<file path="config.mk">
export PLATFORM = sky130hd
export DESIGN_NAME = mca_err_classify
export DESIGN_NICKNAME = d
export VERILOG_FILES = /design/src/rtl/mca_cls_pkg.sv /design/src/rtl/mca_cls_decide.sv /design/src/rtl/mca_cls_scan.sv /design/src/rtl/mca_err_classify.sv
export SDC_FILE = /design/constraint.sdc
export NUM_CORES = 1
export LEC_CHECK = 0
export BUFFER_PORTS_ARGS = -buffer_cell sky130_fd_sc_hd__buf_4
export CAP_MARGIN = 0
export CELL_PAD_IN_SITES_DETAIL_PLACEMENT = 0
export CELL_PAD_IN_SITES_GLOBAL_PLACEMENT = 1
export CORE_UTILIZATION = 29
export CTS_CLUSTER_SIZE = 40
export DETAILED_ROUTE_END_ITERATION = 8
export PLACE_DENSITY = 0.8
export SLEW_MARGIN = 10
export SYNTH_ARGS = -nofsm -noshare
export SYNTH_HDL_FRONTEND = slang
export SYNTH_SLANG_ARGS = --single-unit
</file>
<file path="constraint.sdc">
create_clock -name clk -period 1.5 [get_ports clk]
set_input_delay 0.3 -clock clk [delete_from_list [all_inputs] [get_ports clk]]
set_output_delay 0.3 -clock clk [all_outputs]
set_load 0.01 [all_outputs]
</file>
<file path="src/rtl/mca_cls_pkg.sv">
package mca_cls_pkg;
    // Status word layout, bit 0 is the least significant field.
    typedef struct packed {
        logic addrv;   // bit 4
        logic sig;     // bit 3
        logic pcc;     // bit 2
        logic uc;      // bit 1
        logic val;     // bit 0
    } bank_stat_t;

    localparam int STW = $bits(bank_stat_t);

    typedef enum logic [1:0] {
        ACT_SKIP = 2'd0,
        ACT_LOG  = 2'd1,
        ACT_FWD  = 2'd2
    } cls_act_e;
endpackage

</file>
<file path="src/rtl/mca_cls_decide.sv">
module mca_cls_decide
    import mca_cls_pkg::*;
(
    input  bank_stat_t st,
    input  logic       log_all,
    input  logic       no_log,
    input  logic       suppress,
    output cls_act_e   act
);
    logic accepted;
    logic ucna;
    logic withheld;

    always_comb begin
        ucna     = st.uc && !st.pcc && !st.sig;
        accepted = st.val && (log_all || !st.uc || ucna);
        withheld = no_log || suppress;
        if (!accepted) begin
            act = ACT_SKIP;
        end else if (!withheld) begin
            act = ACT_LOG;
        end else if (st.addrv) begin
            act = ACT_FWD;
        end else begin
            act = ACT_SKIP;
        end
    end
endmodule

</file>
<file path="src/rtl/mca_cls_scan.sv">
module mca_cls_scan #(
    parameter int NBANK = 8,
    localparam int IW = (NBANK > 1) ? $clog2(NBANK) : 1
) (
    input  logic          clk,
    input  logic          rst_n,
    input  logic          start,
    output logic          take,
    output logic          busy,
    output logic [IW-1:0] idx,
    output logic          last
);
    localparam logic [IW-1:0] LAST_IDX = IW'(NBANK - 1);

    typedef struct packed {
        logic          busy;
        logic [IW-1:0] idx;
    } scan_st_t;

    scan_st_t s_d, s_q;

    always_comb begin
        s_d  = s_q;
        take = start && !s_q.busy;
        last = s_q.busy && (s_q.idx == LAST_IDX);
        if (take) begin
            s_d.busy = 1'b1;
            s_d.idx  = '0;
        end else if (s_q.busy) begin
            if (last) begin
                s_d.busy = 1'b0;
                s_d.idx  = '0;
            end else begin
                s_d.idx = s_q.idx + 1'b1;
            end
        end
    end

    always_ff @(posedge clk) begin
        if (!rst_n) s_q <= '0;
        else        s_q <= s_d;
    end

    assign busy = s_q.busy;
    assign idx  = s_q.idx;

    // a running scan is never restarted from the middle
    a_r11_no_restart: assert property (@(posedge clk) disable iff (!rst_n)
        (s_q.busy && !last) |=> (s_q.busy && s_q.idx == $past(s_q.idx) + 1'b1));
endmodule

</file>
<file path="src/rtl/mca_err_classify.sv">
module mca_err_classify
    import mca_cls_pkg::*;
#(
    parameter int NBANK = 8,
    parameter int TSW   = 32,
    localparam int IW = (NBANK > 1) ? $clog2(NBANK) : 1
) (
    input  logic               clk,
    input  logic               rst_n,
    input  logic               scan_start,
    input  logic [NBANK-1:0]   owned_mask,
    input  logic               mode_tstamp,
    input  logic               mode_log_all,
    input  logic               mode_no_log,
    input  logic               ce_suppress,
    input  logic [NBANK*5-1:0] bank_status,
    input  logic [TSW-1:0]     now_tsc,
    output logic               rec_log,
    output logic               rec_fwd,
    output logic               rec_skip,
    output logic [IW-1:0]      rec_bank,
    output logic [4:0]         rec_status,
    output logic               rec_tsc_vld,
    output logic [TSW-1:0]     rec_tsc,
    output logic               scan_done
);
    typedef struct packed {
        logic [NBANK-1:0] mask;
        logic             ts;
        logic             la;
        logic             nl;
        logic             sp;
    } cfg_t;

    typedef struct packed {
        logic           log_s;
        logic           fwd_s;
        logic           skip_s;
        logic [IW-1:0]  bank;
        bank_stat_t     stat;
        logic           tsv;
        logic [TSW-1:0] tsc;
        logic           done;
    } out_t;

    cfg_t cfg_d, cfg_q;
    out_t o_d, o_q;

    logic          take, busy, last;
    logic [IW-1:0] idx;
    bank_stat_t    cur_st;
    cls_act_e      act;
    bank_stat_t    st_arr [NBANK];

    for (genvar g = 0; g < NBANK; g++) begin : g_unpack
        assign st_arr[g] = bank_stat_t'(bank_status[g*STW +: STW]);
    end

    assign cur_st = st_arr[idx];

    mca_cls_scan #(.NBANK(NBANK)) u_scan (
        .clk   (clk),
        .rst_n (rst_n),
        .start (scan_start),
        .take  (take),
        .busy  (busy),
        .idx   (idx),
        .last  (last)
    );

    mca_cls_decide u_decide (
        .st       (cur_st),
        .log_all  (cfg_q.la),
        .no_log   (cfg_q.nl),
        .suppress (cfg_q.sp),
        .act      (act)
    );

    always_comb begin
        cfg_d = cfg_q;
        if (take) begin
            cfg_d.mask = owned_mask;
            cfg_d.ts   = mode_tstamp;
            cfg_d.la   = mode_log_all;
            cfg_d.nl   = mode_no_log;
            cfg_d.sp   = ce_suppress;
        end

        o_d      = '0;
        o_d.done = last;
        if (busy && cfg_q.mask[idx]) begin
            o_d.log_s  = (act == ACT_LOG);
            o_d.fwd_s  = (act == ACT_FWD);
            o_d.skip_s = (act == ACT_SKIP);
            o_d.bank   = idx;
            o_d.stat   = cur_st;
            o_d.tsv    = cfg_q.ts;
            o_d.tsc    = cfg_q.ts ? now_tsc : '0;
        end
    end

    always_ff @(posedge clk) begin
        if (!rst_n) begin
            cfg_q <= '0;
            o_q   <= '0;
        end else begin
            cfg_q <= cfg_d;
            o_q   <= o_d;
        end
    end

    assign rec_log     = o_q.log_s;
    assign rec_fwd     = o_q.fwd_s;
    assign rec_skip    = o_q.skip_s;
    assign rec_bank    = o_q.bank;
    assign rec_status  = o_q.stat;
    assign rec_tsc_vld = o_q.tsv;
    assign rec_tsc     = o_q.tsc;
    assign scan_done   = o_q.done;

    // at most one outcome strobe per cycle
    a_r10_one_outcome: assert property (@(posedge clk) disable iff (!rst_n)
        $onehot0({rec_log, rec_fwd, rec_skip}));
    // an owned bank under examination always yields an outcome
    a_r10_owned_out: assert property (@(posedge clk) disable iff (!rst_n)
        (busy && cfg_q.mask[idx]) |=> ($countones({rec_log, rec_fwd, rec_skip}) == 1));
    // only valid records are logged or forwarded
    a_r3_valid_only: assert property (@(posedge clk) disable iff (!rst_n)
        (rec_log || rec_fwd) |-> rec_status[0]);
    // forwarding needs a usable address
    a_r8_fwd_addr: assert property (@(posedge clk) disable iff (!rst_n)
        rec_fwd |-> rec_status[4]);
    // no time value without the capture mode
    a_r9_tsc_zero: assert property (@(posedge clk) disable iff (!rst_n)
        !rec_tsc_vld |-> (rec_tsc == '0));
    // done lasts a single cycle
    a_r11_done_pulse: assert property (@(posedge clk) disable iff (!rst_n)
        scan_done |=> !scan_done);
endmodule

</file>
; ---- Word-level counts from Yosys, hierarchy flattened
; Index checks and enable logic that the tools add are counted.
[classes]
div_mod_pow = 0
multipliers = 0
magnitude_cmp = 2
n_addsub = 1
n_eq_ne = 3
n_mux = 12
n_bitwise = 2
n_reduce_logical = 17
shift = 0
[op_table]
columns = cell, n
row1 = $bmux W5 S3, 1
row2 = $mux W5, 2
row3 = $mux W4, 2
row4 = $logic_and A1 B1 Y1, 6
row5 = $mux W2, 3
row6 = $ge A4 B4 Y1 const B, 1
row7 = $logic_not A1 Y1, 4
row8 = $lt A3 B4 Y1 const B, 1
row9 = $not A3 Y4, 1
row10 = $add A3 B1 Y3 const B, 1
row11 = $bmux W1 S3, 1
row12 = $eq A3 B3 Y1 const B, 1
row13 = $logic_or A1 B1 Y1, 3
row14 = $mux W3, 1
row15 = $reduce_and A3 Y1, 1
row16 = $eq A2 B1 Y1 const B, 1
row17 = $eq A2 B2 Y1 const B, 1
row18 = $logic_not A2 Y1, 1
row19 = $mux W1, 2
row20 = $reduce_and A2 Y1, 1
row21 = $reduce_or A2 Y1, 1
row22 = $not A1 Y1, 1
[word_totals]
elab_cells = 56
romBits = 0
input_bits = 87
mem_count = 0
ramBits = 0
ff_bits = 61
output_inout_bits = 45
latch_bits = 0

; ---- Depth between registers and ports, before layout
[logic_depth]
word_depth = 11
depth_mapped = 7
mapped_depth_nobuf = 5

; ---- Cells and area by module
; Synthesis repeated with hierarchy kept, for this count alone.
[unflattened]
hier_cells = 225
hier_area_um2 = 2473.6
[modules_own_cells]
columns = module, area_each_um2, seq_area_each_um2, instances, cells_per_inst
row1 = mca_err_classify, 2224.6, 1141.1, 1, 200
row2 = mca_cls_scan, 205.2, 80.1, 1, 19
row3 = mca_cls_decide, 43.8, 0.0, 1, 6

; ---- Worst setup path before layout
; OpenSTA, ideal clock, no wires.
[synth_path]
kind = flip-flop to flip-flop
startpoint = register u_scan.s_q (netlist bit u_scan.idx[0])
endpoint = register o_q (netlist bit rec_tsc[23])
period_less_slack_ns = 1.669
required_ns = 1.385
setup_time_ns = 0.115
stages_incl_launch_ff = 7
t_arrival_ns = 1.555
n_path_buf = 2
path_slack_ns = -0.169
cell_sequence = dfxtp_1 -> buf_6 -> mux4_2 -> nand2b_1 -> and4_4 -> buf_6 -> and2_1
[synth_via]
elab_chain_cells = 4
[synth_lines]
columns = element, line
row1 = "start, declared", mca_cls_scan.sv:20  ; scan_st_t s_d, s_q;
row2 = "start signal, assigned", mca_cls_scan.sv:40  ; if (!rst_n) s_q <= '0;
row3 = "start signal, assigned", mca_cls_scan.sv:41  ; else s_q <= s_d;
row4 = $bmux W1 S3, mca_err_classify.sv:91  ; if (busy && cfg_q.mask[idx]) begin
row5 = $mux W1 (not written as such), mca_err_classify.sv:91
row6 = $logic_and A1 B1 Y1, mca_err_classify.sv:91
row7 = $reduce_and A3 Y1 (no line), -
row8 = "end signal, assigned", mca_err_classify.sv:105  ; o_q <= '0;
row9 = "end signal, assigned", mca_err_classify.sv:108  ; o_q <= o_d;
row10 = "end, declared", mca_err_classify.sv:47  ; out_t o_d, o_q;
; No other way between the ends. The select of a mux whose other input is x is not followed.
; A chain may end at the register's enable or synchronous reset.

; ---- Worst setup path in the final report
[layout_path]
startpoint = register u_scan.s_q (netlist bit u_scan.idx[0])
endpoint = register o_q (netlist bit rec_tsc[5])
; The elaborated chain is that of the path after synthesis.

==> flow_results.org <==
** GRT
- For this run, global-route usage on met1 was measured as 16.99%.
- After global routing the overflow that remains totals 0.
- The first global-routing pass estimated 9.356 mm of wire.
- Total routing resource utilization after global routing :: 14.54%
- For this run, global-route usage on met3 was measured as 4.395%.
- The via count of the first global-routing pass is 1946.
- Entering global routing, the biggest net connects 19 pins.
- In the global route stage, met2 resource usage came out at 24.19%.
- Initial antenna violation count :: 0
- Gr busiest metal :: met2

** Timing
- Number of endpoints failing setup at the final stage :: 41
- After layout, the worst setup slack is -0.1275 ns.
- Counting I/O delays and the setup requirement, the final critical path takes 1.627 ns.
- Total Negative Setup Slacks :: -3.644 ns
- At the pin with the least slew margin, the transition time is 0.3785 ns.
- Clock tree skew after final layout :: 0.009268 ns
- Fmax :: 614.5 MHz
- Final clock period utilization by the worst path :: 108.5%
- The tightest hold path in the finished design has a slack of 0.1678 ns.
- Setup repair after global routing could not meet its margin everywhere.
- Final hold viol count :: 0
- The final max-slew violation count was 0.
- In this run the tightest slew margin relative to its limit is 74.77%.

** Logic synthesis
- Area share of the largest cell type after synthesis :: 52.19%
- Share of cell area taken by muxes after synthesis :: 14.87%
- Number of unique standard cell types used by synthesis :: 36
- Of the total synthesized cell area, the portion taken by full adders, half adders and majority gates is 1.070%.
- Summing the areas of all compound-gate instances in the mapped netlist gives 7.380% of the synthesized area.
- Most repeated cell in the gate-level netlist after synthesis :: sky130_fd_sc_hd__dfxtp_1
- For this run, the register share of the synthesized area comes to 52.19%.
- In this run, synthesis inferred 0 flip-flops with an integrated enable.
- Synthesis inferred 61 register bits.
- In this run the mean area of a mapped cell was 11.25 µm².
- Top flip-flop cell by instance count after synthesis :: sky130_fd_sc_hd__dfxtp_1
- Summing every instance area after synthesis gives 2340 µm².
- In the synthesized netlist the async set-or-reset flop fraction comes to 0%.
- By area the synthesized netlist is led by sky130_fd_sc_hd__dfxtp_1 (52%), sky130_fd_sc_hd__and2_1 (8.8%), sky130_fd_sc_hd__mux4_1 (4.5%).
- Count of warnings emitted by yosys :: 0
- Most numerous cell types in the synthesized netlist :: sky130_fd_sc_hd__dfxtp_1 (61), sky130_fd_sc_hd__and2_1 (33), sky130_fd_sc_hd__nand2_1 (28)
- Net Count, Synth :: 297
- Simple-gate portion of the synthesized area :: 20.00%
- sky130_fd_sc_hd__dfxtp_1 takes more of the synthesized area than any other cell.
- Summing the areas of all xor and xnor instances in the mapped netlist gives 0% of the synthesized area.
- Dominant combinational cell family by area after synthesis :: simple AND/OR/NAND/NOR gates
- Counting every instance in the synthesized netlist gives 208.

** Outcome
- The flow ran to the end, but the final reports show violations.
- Failing checks :: negative setup slack

** Hold path
- The worst hold path terminates at rec_tsc[19].
- The startpoint identified for the worst hold timing path is now_tsc[19].
- In this run the worst hold path is classified as input port to flop.
- Count of cells along the worst hold path :: 2

** Floorplan
- Die X :: 91.82 µm
- In this run the vertical extent of the chip is 91.82 µm.
- Core area :: 7767 µm²
- Starting utilization of the core area :: 30.12%
- Row cnt :: 32
- 132 I/O pins were placed.
- Area of the die :: 8431 µm²

** Route
- Post-detailed-routing wire length :: 5.988 mm
- In the final routed layout, each cell accounts on average for 12.91 µm.
- Dividing the detail-routed via count by the number of cells gives 4.334.
- Vias post-DR :: 2011
- Post-detailed-route DRC marker count :: 0
- The count of nets left with antenna violations once routing finished came out at 0.
- For this run, the detailed router's first-pass iteration total came to 4.
- Starting DRC count in detailed routing :: 41

** Placed design
- Detailed placer's ending HPWL :: 4.302 mm
- Placed instance area :: 3496 µm²
- Final GP Congestion :: 0.7656
- PortBufs :: 131

** Clock network
- Root buffer selected by CTS :: sky130_fd_sc_hd__clkbuf_8
- Total clock buffers created by CTS :: 9
- Clock network latency to the later pin of the worst-skew pair :: 0.33 ns
- TritonCTS clock tree :: built
- The clock drives 61 sinks.
- The longest clock path from root to sink contains 2 buffers.
- Clock-pin slew on the worst setup and hold paths :: 0.08 ns
- After clock tree synthesis, the flow added hold-fix buffers numbering 0.
- The H-tree was split into 3 levels.

** Finish
- Net total in the final layout :: 446
- Compared with the post-synthesis result, the final layout area differs by 61.12%.
- Cells with a size suffix above 1 make up 54.70% of the layout.
- Number of antenna cells inserted :: 0
- After routing the design area is 3770 µm².

** Power and ir drop
- Maximum VDD drop :: 0.4071 mV
- Leak :: 1.712 nW
- Dividing total power by cell area gives a power density of 895.5 nW/µm².
- Final Total Pwr :: 0.003376 W

** Flow run
- Max-cap check violation count :: 0

** Setup path
- Crit Reg-Reg Endpoint :: rec_tsc[5]
- Sort of element at the start of the critical path :: flop
- CP endpoint kind :: flop
- In this run the critical register-to-register path is launched from u_scan.idx[0].
- Worst Reg-to-Reg Cells :: 4
- CP Class :: flop to flop
- Data arrives at the worst endpoint at 1.85 ns.
- CP required :: 1.73 ns
- Along the worst path, the maximum fanout reaches 9.
- Slack of the worst reg-to-reg path :: -0.13 ns
layer usage:
metal | up-vias | wire length (µm)
met5 | - | 0
met4 | 0 | 89
met3 | 9 | 372
met2 | 67 | 2917
met1 | 928 | 2607
li1 | 1007 | -
worst max-delay path by stage:
stage	startpoint	endpoint	slack [ns]	cells after the start
after global routing	u_scan.idx[0]	rec_fwd	-0.18	5
after floorplan	u_scan.idx[0]	rec_fwd	-0.10	5
after global placement	u_scan.idx[0]	rec_log	-0.19	4
after detailed placement	u_scan.idx[0]	rec_log	-0.32	4
final	u_scan.idx[0]	rec_tsc[5]	-0.13	4
after CTS	u_scan.idx[0]	rec_skip	-0.12	5
cells by family after synthesis:
kind of cell | Yosys count
DFF | 61
buffers and inverters | 14
and+or+nand+nor | 88
adders and majority gates | 2
muxes | 21
AOI/OAI and AO/OA | 22
critical path, cell delays in order (launching register included):
cell and delay [ns]:
sky130_fd_sc_hd__dfxtp_4 0.43, sky130_fd_sc_hd__mux4_2 0.53, sky130_fd_sc_hd__nand2b_4 0.18, sky130_fd_sc_hd__and4_4 0.24, sky130_fd_sc_hd__and2_1 0.14
final cells by class:
cell class | count | area (µm²)
well taps | 102 | 127.6
fillers | 764 | 3998
clock inverters | 7 | 51.30
inverters | 3 | 11.26
flip-flops and latches | 61 | 1226
repair buffers | 147 | 1136
multi-input cells | 135 | 1094
clock buffers | 9 | 123.9
cells in the final DEF, fill, tap and decap left out, types with 3 or more instances in the layout:
cell type / netlist / layout
sky130_fd_sc_hd__dfxtp_1: 61 / 59
sky130_fd_sc_hd__buf_4: 1 / 143
sky130_fd_sc_hd__a21boi_1: 12 / 12
sky130_fd_sc_hd__and4_4: 1 / 3
sky130_fd_sc_hd__and2_1: 33 / 29
sky130_fd_sc_hd__mux2i_1: 8 / 8
sky130_fd_sc_hd__nand2b_1: 4 / 3
sky130_fd_sc_hd__inv_2: 3 / 3
sky130_fd_sc_hd__and2_4: 0 / 4
sky130_fd_sc_hd__nor2_1: 8 / 8
sky130_fd_sc_hd__clkbuf_8: 0 / 9
sky130_fd_sc_hd__nor2b_1: 4 / 4
sky130_fd_sc_hd__mux4_2: 4 / 8
sky130_fd_sc_hd__nand2_1: 28 / 28
power by group:
part / switching, W / leakage (nW) / internal [W]
sequential: 0.0000209 / 0.495 / 0.00165
clock: 0.000666 / 0.0856 / 0.000603
combinational: 0.000153 / 1.13 / 0.000284
repair_timing:
item | CTS | global route
buffers inserted | 1 | 1
setup endpoints to repair | 43 | 43
resized for setup | 13 | 9
pin swaps | 5 | 6
cloned | 1 | 1
registers in the layout (all words and copies together) (netlist names):
| register | count |
|---|---|
| rec_status | 5 |
| rec_bank | 3 |
| rec_skip | 1 |
| rec_tsc_vld | 1 |
| rec_fwd | 1 |
| u_scan.busy | 1 |
| scan_done | 1 |
| u_scan.idx | 3 |
| cfg_q | 12 |
| rec_tsc | 32 |
| rec_log | 1 |
stage by stage:
stage                     worst slack (ns)  cells  utilization, %
after CTS                          -0.1202    462           47.95
after floorplan                    -0.1035    208               -
final                              -0.1275    464           48.53
after global placement             -0.1942    444           45.01
after detailed placement           -0.3246    444           45.01
after global routing               -0.1846    464           48.53
(Power assumes the default switching activity.)
